===== src/rtl/pwr_seq_ctrl.sv =====
module pwr_seq_ctrl #(
  parameter int WAIT_CYC = 92160
) (
  input  logic       clk,
  input  logic       rst_n,
  input  logic       hard_n,
  input  logic       tx_en,
  input  logic       rx_en,
  input  logic       dc_sel,
  input  logic       osc_keep,
  input  logic       osc_run,
  input  logic       half_sel,
  input  logic       clk_out_off,
  input  logic [1:0] mode_a,
  input  logic [1:0] mode_b,
  input  logic       val_a,
  input  logic       val_b,
  output logic       pd,
  output logic       ready,
  output logic       osc_en,
  output logic       core_clk_en,
  output logic       dbl_en,
  output logic       clk_pin_out,
  output logic       clk_pin_oe,
  output logic       pin_a,
  output logic       pin_a_oe,
  output logic       pin_b,
  output logic       pin_b_oe
);
  localparam int CW = $clog2(WAIT_CYC + 1);

  typedef enum logic [2:0] {S_RUN, S_HARD, S_KEEP, S_STOP, S_WAIT} st_t;

  st_t           st, st_nx;
  logic [CW-1:0] cnt;
  logic          armed;

  wire hard_req = !hard_n;
  wire soft_req = !tx_en && !rx_en && dc_sel;
  wire cnt_done = (cnt == CW'(WAIT_CYC - 1));

  always_comb begin
    st_nx = st;
    if (hard_req) st_nx = S_HARD;
    else begin
      case (st)
        S_RUN:  if (soft_req) st_nx = osc_keep ? S_KEEP : S_STOP;
        S_HARD: st_nx = S_WAIT;
        S_KEEP: if (!soft_req) st_nx = S_RUN;
        S_STOP: if (!soft_req) st_nx = S_WAIT;
        S_WAIT: if (soft_req) st_nx = osc_keep ? S_KEEP : S_STOP;
                else if (cnt_done) st_nx = S_RUN;
        default: st_nx = S_RUN;
      endcase
    end
  end

  always_ff @(posedge clk or negedge rst_n) begin
    if (!rst_n) begin
      st  <= S_RUN;
      cnt <= '0;
    end else begin
      st  <= st_nx;
      cnt <= (st == S_WAIT && st_nx == S_WAIT) ? cnt + 1'b1 : '0;
    end
  end

  always_ff @(posedge clk or negedge rst_n) begin
    if (!rst_n) begin
      armed       <= 1'b1;
      clk_pin_out <= 1'b0;
    end else if (armed) begin
      armed       <= 1'b0;
      clk_pin_out <= osc_run;
    end
  end

  assign pd          = (st == S_HARD) || (st == S_KEEP) || (st == S_STOP);
  assign ready       = (st == S_RUN);
  assign osc_en      = (st == S_RUN) || (st == S_WAIT) || (st == S_KEEP);
  assign core_clk_en = (st == S_RUN) || (st == S_WAIT);
  assign dbl_en      = half_sel && !pd;
  assign clk_pin_oe  = clk_pin_out && !clk_out_off && osc_en;

  assign pin_a_oe = !pd || !mode_a[1];
  assign pin_a    = pd ? (!mode_a[1] && mode_a[0]) : val_a;
  assign pin_b_oe = !pd || !mode_b[1];
  assign pin_b    = pd ? (!mode_b[1] && mode_b[0]) : val_b;
endmodule


===== config.mk =====
export PLATFORM = sky130hd
export DESIGN_NAME = pwr_seq_ctrl
export DESIGN_NICKNAME = d
export VERILOG_FILES = /design/src/rtl/pwr_seq_ctrl.sv
export SDC_FILE = /design/constraint.sdc
export NUM_CORES = 1
export LEC_CHECK = 0
export BUFFER_PORTS_ARGS = -buffer_cell sky130_fd_sc_hd__buf_2
export CORE_UTILIZATION = 30
export DETAILED_ROUTE_END_ITERATION = 10
export SYNTH_ARGS = -nofsm -noshare
export SYNTH_HDL_FRONTEND = slang
export SYNTH_SLANG_ARGS = --single-unit
export TNS_END_PERCENT = 100

===== constraint.sdc =====
create_clock -name clk -period 2.31 [get_ports clk]
set_clock_uncertainty 0.15 [all_clocks]
set_input_delay 0.3465 -clock clk [delete_from_list [all_inputs] [get_ports clk]]
set_output_delay 0.3465 -clock clk [all_outputs]
set_load 0.03 [all_outputs]

After elaboration in Yosys (flattened, before gate mapping)
Cells that the tools add are included.

word-level totals
  flip-flop bits (word level) = 22
  output and inout bits = 11
  word-level logic and storage cells = 43

cells by class
  add/subtract/negate cells = 1
  eq/ne operators = 6
  mux-type cells = 11
  reduce and logical (&&, ||, !) cells = 21

operator list
  kind                                            count
  2-to-1 mux 3 bit                                6
  adder 17 x 1 -> 17 bit (second input constant)  1
  == test 17 bit (second input constant)          1
  2-to-1 mux 17 bit                               1
  one-hot mux 3 bit (5 select lines)              1
  logical AND 1 bit                               8
  == test 3 x 2 -> 1 bit (second input constant)  2
  == test 3 bit (second input constant)           2
  zero test 1 bit                                 6
  logical OR 1 bit                                6
  == test 3 x 1 -> 1 bit (second input constant)  1
  zero test 3 bit                                 1
  2-to-1 mux 1 bit                                3

Longest topological paths before layout
Gate-level depths: netlist of run 1.

  word-level depth = 9
  gate-level depth with buffers = 7

Least setup slack after synthesis of run 1
No wires, ideal clock.

  kind = reg-to-output
  start point = register st[1]
  end point = output dbl_en
  arrival time = 1.925 ns
  required time = 1.814 ns
  setup slack = -0.111 ns
  cell stages (with the launch flop) = 5
  path through = dfrtp_1 clkbuf_1 nor2_1 nor2_1 nor2b_1

on the way
  word-level cells in the longest chain between the ends = 5

ends and longest elaborated chain
  item                                                                     RTL line  source
  start: declaration                                                       34        st_t st, st_nx;
  start signal: assignment                                                 63        st <= st_nx;
  == test 3 x 1 -> 1 bit / == test 3 x 2 -> 1 bit (equally long branches)  78        assign pd = (st == S_HARD) || (st == S_KEEP) || (st == S_STOP);
  logical OR 1 bit                                                         78
  logical OR 1 bit *                                                       78
  net pd                                                                   18        output logic pd,
  zero test 1 bit *                                                        82        assign dbl_en = half_sel && !pd;
  logical AND 1 bit *                                                      82
  end: declaration                                                         22        output logic dbl_en,

Mark *: on every way through the listed nets, which the timed path passes. The rest lies on a longest branch.

Worst setup path after layout of run 1
  start point = register cnt[11]
  end point = register cnt[11]

on the way
  word-level cells in the longest chain between the ends = 8

ends and longest elaborated chain
  item                                RTL line  source
  start: declaration                  35        logic [CW-1:0] cnt;
  start signal: assignment            64        cnt <= (st == S_WAIT && st_nx == S_WAIT) ? cnt + 1'b1 : '0;
  == test 17 bit                      40        wire cnt_done = (cnt == CW'(WAIT_CYC - 1));
  2-to-1 mux 3 bit                    52        else if (cnt_done) st_nx = S_RUN;
  2-to-1 mux 3 bit                    51        S_WAIT: if (soft_req) st_nx = osc_keep ? S_KEEP : S_STOP;
  one-hot mux 3 bit (5 select lines)  46        case (st)
  2-to-1 mux 3 bit                    44        if (hard_req) st_nx = S_HARD;
  == test 3 bit                       64
  logical AND 1 bit                   64
  2-to-1 mux 17 bit *                 64

Every way passes the cells marked *; elsewhere a longest branch is shown, timed or not.
A chain may end at the register's enable or synchronous reset.

==> flow_summary.toml, run 1 <==
[outcome]
status = "finished clean"

[drt]
dr_wl_met2_mm = 1.04
dr_wl_met3_microns = 23
firstDrtPassIters = 4
ant_nets = 0
m1WireLength_microns = 998
post_drt_wl_per_cell_microns = 10.5
wl_mm = 2.11
drt-initial-drc-count = 28
top_layer_used = "met4"
route.detailed.drc = 0
via_per_inst = 4.63
num_vias = 930

[grt]
grt_pass1_vias = 887
grt_first_pass_wirelength_mm = 3.92
grt_max_degree = 23
grt_usage = 0.120
gr-total-overflow = 0
antenna_found_initial = 0

[yosys]
ys_types = 29
synth_adder_area_share = 0.0109
yosys_warnings = 0
synth_xor_area_frac = 0.115
ys_seq_area_frac = 0.482
syn_inst = 125
syn-num-nets = 142
syn_area_sq_um = 1140
synth_top_family_by_area = "simple AND/OR/NAND/NOR gates"
synth_seq_cells = 22
synth_mux_area_frac = 0
yosys.area_share.simple = 0.282
avgSynthCellArea_sq_um = 9.16
synth_compound_area_frac = 0.0470

[cts]
clk_latency_ns = 0.26
cts_setup_buffers = 0
path_clk_slew_ns = 0.07
cts_buffers = 3
htree_levels = 1
clockRootBuffer = "clkbuf_8"
cts_tree = "yes"
cts_buffer_depth = 2
numClockSinks = 22

[sta]
clock.fmax_mhz = 502
min_period_over_period = 0.862
hold_violations = 0
setup_viol = 0
finalCriticalPeriod_ns = 1.99
rsz0062_at_grt = "no"
finalSetupTns_ns = 0
setup_ws_ns = 0.318
slew_violations = 0

[floorplanning]
die_x_microns = 63.8
start_util = 0.313
core_region_area_sq_um = 3660
die_h_microns = 63.8
dieArea_sq_um = 4070
io_pins = 27
core.rowCount = 22

[worst_setup_path]
critPathSlowestCell = "or4b_1"
path_cells = "or4b_1, nor4_2, or3b_1, buf_4, nor2_1"
slowest_delay_ns = 0.56
startpoint_type = "flip-flop"
worst_ep_arrival_time_ns = 1.98
crit_fanout = 17
critical_path_class = "flip-flop to flip-flop"
endpoint_kind = "flip-flop"
critPathRequiredTime_ns = 2.30

[pwr]
p_total_uw = 726
max-vdd-ir-drop_v = 0.000360
p_int_uw = 546
clkPwrFrac = 0.323
p_switching_uw = 180
power_frac_comb = 0.128
p_seq_frac = 0.548
power_density_nw_per_um2 = 529
p_leak_uw = 0.000543
p_sw_frac = 0.248

[cells_and_area]
drive_gt1_frac = 0.235
nets = 171
n_antenna_cell = 0
multi_input_area_sq_um = 532
seq_area_sq_um = 552
final_cells = 201
n_fill_cell = 374
design_area_sq_um = 1370
areaGrowthSynthToFinish_pct = 20.0

[placement]
dp_cells = 196
portBuffers = 26
place_area_sq_um = 1320
gp_congestion = 0.753
dpl_worst_slack_ns = 0.317
dpl.hpwl_mm = 1.64

[hold_path]
hold_path.class = "input pin to flip-flop"

[flow_run]
drv_cap = 0
[final timing paths]
| check | startpoint | endpoint | slack (ns) | cells past startpoint |
|---|---|---|---|---|
| setup / recovery | cnt[11]$_DFF_PN0_ | cnt[11]$_DFF_PN0_ | 0.32 | 5 |
| hold / removal | osc_run | clk_pin_out$_DFFE_PN0P_ | 0.15 | 3 |
| setup reg to reg | cnt[11]$_DFF_PN0_ | cnt[11]$_DFF_PN0_ | 0.32 | 5 |
| hold reg to reg | cnt[0]$_DFF_PN0_ | cnt[0]$_DFF_PN0_ | 0.36 | 1 |
| max in group asynchronous | rst_n | armed$_DFF_PN1_ | 1.24 | 2 |
| min in group asynchronous | rst_n | cnt[0]$_DFF_PN0_ | 0.42 | 2 |
[critical path: cells and delay by family (launching register included)]
family	cells	cell delay [ns]
AND/OR/NAND/NOR	4	1.07
flip-flops	1	0.45
buffers and inverters	1	0.20
[sequential cells by signal, indices dropped and copies added, names as in the netlist]
register / count
clk_pin_out: 1
armed: 1
cnt: 17
st: 3
[routing by layer]
| metal | track usage | vias up |
|---|---|---|
| met5 | 0 | - |
| li1 | - | 475 |
| met4 | 0.0710 | 0 |
| met2 | 0.189 | 10 |
| met3 | 0.00536 | 5 |
| met1 | 0.164 | 440 |
[kinds of logic (layout without fill, tap and decap cells)]
group                    count (synthesis)  count (layout)
flip-flops                              22              22
AO/OA/AOI/OAI                            9               9
adder cells (fa/ha/maj)                  1               1
XOR/XNOR                                15              15
other                                    1               1
AND/OR/NAND/NOR                         64              64
buffers and inverters                   13              41
[per-stage QoR]
| step | hold slack, ns | utilization |
|---|---|---|
| 2_1_floorplan | -0.0991 | - |
| 3_3_place_gp | 0.170 | 0.360 |
| 3_5_place_dp | 0.180 | 0.360 |
| 4_1_cts | 0.152 | 0.375 |
| 5_1_grt | 0.191 | 0.375 |
| 6_report | 0.149 | 0.375 |
[power by group through the flow]
| stage | Sequential [uW] | Clock [uW] | Combinational [uW] |
|---|---|---|---|
| floorplan | 405 | 0 | 57.7 |
| global placement | 406 | 0 | 92.2 |
| detailed placement | 406 | 0 | 93.4 |
| CTS | 398 | 242 | 94.9 |
| global route | 400 | 255 | 103 |
| finish | 398 | 235 | 93.3 |
[cell usage in the layout, fill, tap and decap left out, drive strengths merged]
cell type,n
a211oi,1
a21oi,1
a31oi,1
buf,28
clkbuf,4
conb,1
dfrtp,21
dfstp,1
dlygate4sd3,1
ha,1
inv,8
nand2,9
nand3,7
nand3b,2
nand4,5
nor2,23
nor2b,2
nor3,6
nor3b,1
nor4,6
o21ai,5
o32a,1
or3b,2
or4b,1
xnor2,13
xor2,2
[synthesized netlist by cell type (all sizes together)]
library cell  number  area share
nand4              5       0.027
xor2               2       0.015
nor2b              2       0.011
xnor2             13       0.099
clkbuf             2      0.0066
or3b               2       0.015
a31oi              1      0.0055
conb               1      0.0033
inv                8       0.026
nand3              7       0.031
o32a               1      0.0087
a21oi              1      0.0044
ha                 1       0.011
or4b               1      0.0087
nand2              9       0.030
nor3b              1      0.0066
nand3b             2       0.013
buf                3       0.027
nor2              23       0.075
dfstp              1       0.023
nor3               6       0.026
a211oi             1      0.0066
o21ai              5       0.022
nor4               6       0.038
dfrtp             21        0.46
[cell type report]
type                       count  share of cell area
multi-input combinational     90               0.387
tap                           48              0.0437
timing repair buffer          29               0.113
clock buffer                   4              0.0328
inverter                       8              0.0219
sequential                    22               0.402
[timing repair]
action,in CTS,in global routing
hold buffers,1,0
hold endpoints to repair,21,0
resized for setup,0,0
setup endpoints to repair,0,0
(Power assumes the default switching activity.)
==> inputs of run 2 (changes only) <==
Settings changed: CORE_ASPECT_RATIO from default to 0.7.
==> flow_summary.toml, run 2 (synthesis results as in run 1) <==
[placement]
portBuffers = 26
dpl.hpwl_mm = 1.76
dpl_worst_slack_ns = 0.295
gp_congestion = 0.833

[cells_and_area]
largest_reg_flops = 17
largestRegisters = "cnt (17), st (3)"
areaGrowthSynthToFinish_pct = 22.5
layout_commonest_cell = "buf_2"
largest-register = "cnt"
n_antenna_cell = 0
drive_gt1_frac = 0.242
nets = 171
final_cell_mix = "26 x buf_2, 22 x nor2_1, 21 x dfrtp_1"

[drt]
num_vias = 942
firstDrtPassIters = 4
post_drt_wl_per_cell_microns = 11.5
drt-initial-drc-count = 44
via_per_inst = 4.64
route.detailed.drc = 0
wl_mm = 2.33
ant_nets = 0

[worst_setup_path]
startpoint_type = "flip-flop"
endpoint_kind = "flip-flop"
critPathRequiredTime_ns = 2.31
worst_ep_arrival_time_ns = 2.00
critical_path_class = "flip-flop to flip-flop"
crit_fanout = 17

[grt]
gr-total-overflow = 0
grt_pass1_vias = 778
grt_first_pass_wirelength_mm = 3.66
grt_usage = 0.122
antenna_found_initial = 0
grt_max_degree = 23

[flow_run]
drv_cap = 0

[floorplanning]
die_x_microns = 75.8
core.rowCount = 18
die_h_microns = 53.7
core_region_area_sq_um = 3580
start_util = 0.320
dieArea_sq_um = 4070
io_pins = 27

[cts]
htree_levels = 1
cts_tree = "yes"
cts_setup_buffers = 0
cts_buffers = 3
clk_latency_ns = 0.26
cts_buffer_depth = 2
path_clk_slew_ns = 0.08
clockRootBuffer = "clkbuf_8"
numClockSinks = 22

[pwr]
p_int_uw = 654
p_leak_uw = 0.000556
power_density_nw_per_um2 = 605
p_sw_frac = 0.228
p_switching_uw = 194
p_seq_frac = 0.469
max-vdd-ir-drop_v = 0.000466
clkPwrFrac = 0.419
power_frac_comb = 0.111

[sta]
hold_violations = 0
rsz0062_at_grt = "no"
setup_ws_ns = 0.304
slew_violations = 0
clock.fmax_mhz = 499
setup_viol = 0
finalSetupTns_ns = 0
finalCriticalPeriod_ns = 2.01
min_period_over_period = 0.868

[hold_path]
hold_path.class = "input pin to flip-flop"

[outcome]
status = "finished clean"
run 2: changes by cell type in the layout (fill, tap and decap cells not counted):
cell       delta
bufinv_16     +1
clkbuf_1      -1
run 2: layout make-up:
cell class                      instances  area [sq um]
Timing Repair Buffer                   29           155
Clock inverter                          1          30.0
Tap cell                               50          62.6
Clock buffer                            3          41.3
Fill cell                             348          2180
Inverter                                8          30.0
Sequential cell                        22           552
Multi-Input combinational cell         90           532
run 2: repair_timing:
action,in CTS,in global routing
endpoints found under the hold margin,21,0
hold buffers,1,0
gates resized for setup,0,0
run 2: layer usage:
metal | wire [microns] | track usage | part of all wire | vias to the layer above
li1 | - | - | - | 477
met3 | 74 | 0.0393 | 0.032 | 0
met5 | 0 | 0 | 0 | -
met2 | 990 | 0.168 | 0.42 | 11
met4 | 0 | 0.00926 | 0 | 0
met1 | 1270 | 0.189 | 0.54 | 454
run 2: metrics by stage:
step,hold slack (ns),power (uW),cell area [sq um],util,instances
after floorplan,-0.0991,463,1150,-,125
after global placement,0.179,498,1320,0.369,198
after detailed placement,0.190,500,1320,0.369,198
after CTS,0.135,862,1400,0.392,203
after global routing,0.156,892,1400,0.392,203
final,0.139,848,1400,0.392,203
run 2: path summary, 6_finish.rpt:
| check | start | end | slack, ns | cells past startpoint |
|---|---|---|---|---|
| min in group asynchronous | rst_n | cnt[11]$_DFF_PN0_ | 0.42 | 2 |
| min | osc_run | clk_pin_out$_DFFE_PN0P_ | 0.14 | 3 |
| max | cnt[11]$_DFF_PN0_ | cnt[13]$_DFF_PN0_ | 0.30 | 5 |
| max reg2reg | cnt[11]$_DFF_PN0_ | cnt[13]$_DFF_PN0_ | 0.30 | 5 |
| max in group asynchronous | rst_n | armed$_DFF_PN1_ | 1.24 | 2 |
| min reg2reg | cnt[0]$_DFF_PN0_ | cnt[0]$_DFF_PN0_ | 0.37 | 1 |
run 2: power groups by stage:
stage | clock (uW) | sequential, uW | combinational [uW]
2_1_floorplan | 0 | 405 | 57.7
3_3_place_gp | 0 | 406 | 92.8
3_5_place_dp | 0 | 406 | 94.0
4_1_cts | 369 | 398 | 95.5
5_1_grt | 388 | 399 | 105
6_report | 356 | 398 | 94.4
run 2: critical path: stages, from the launching register on:
cell and delay (ns):
dfrtp_1 0.46, or4b_1 0.56, nor4_2 0.29, or3b_1 0.16
buf_4 0.20, nor2_1 0.07
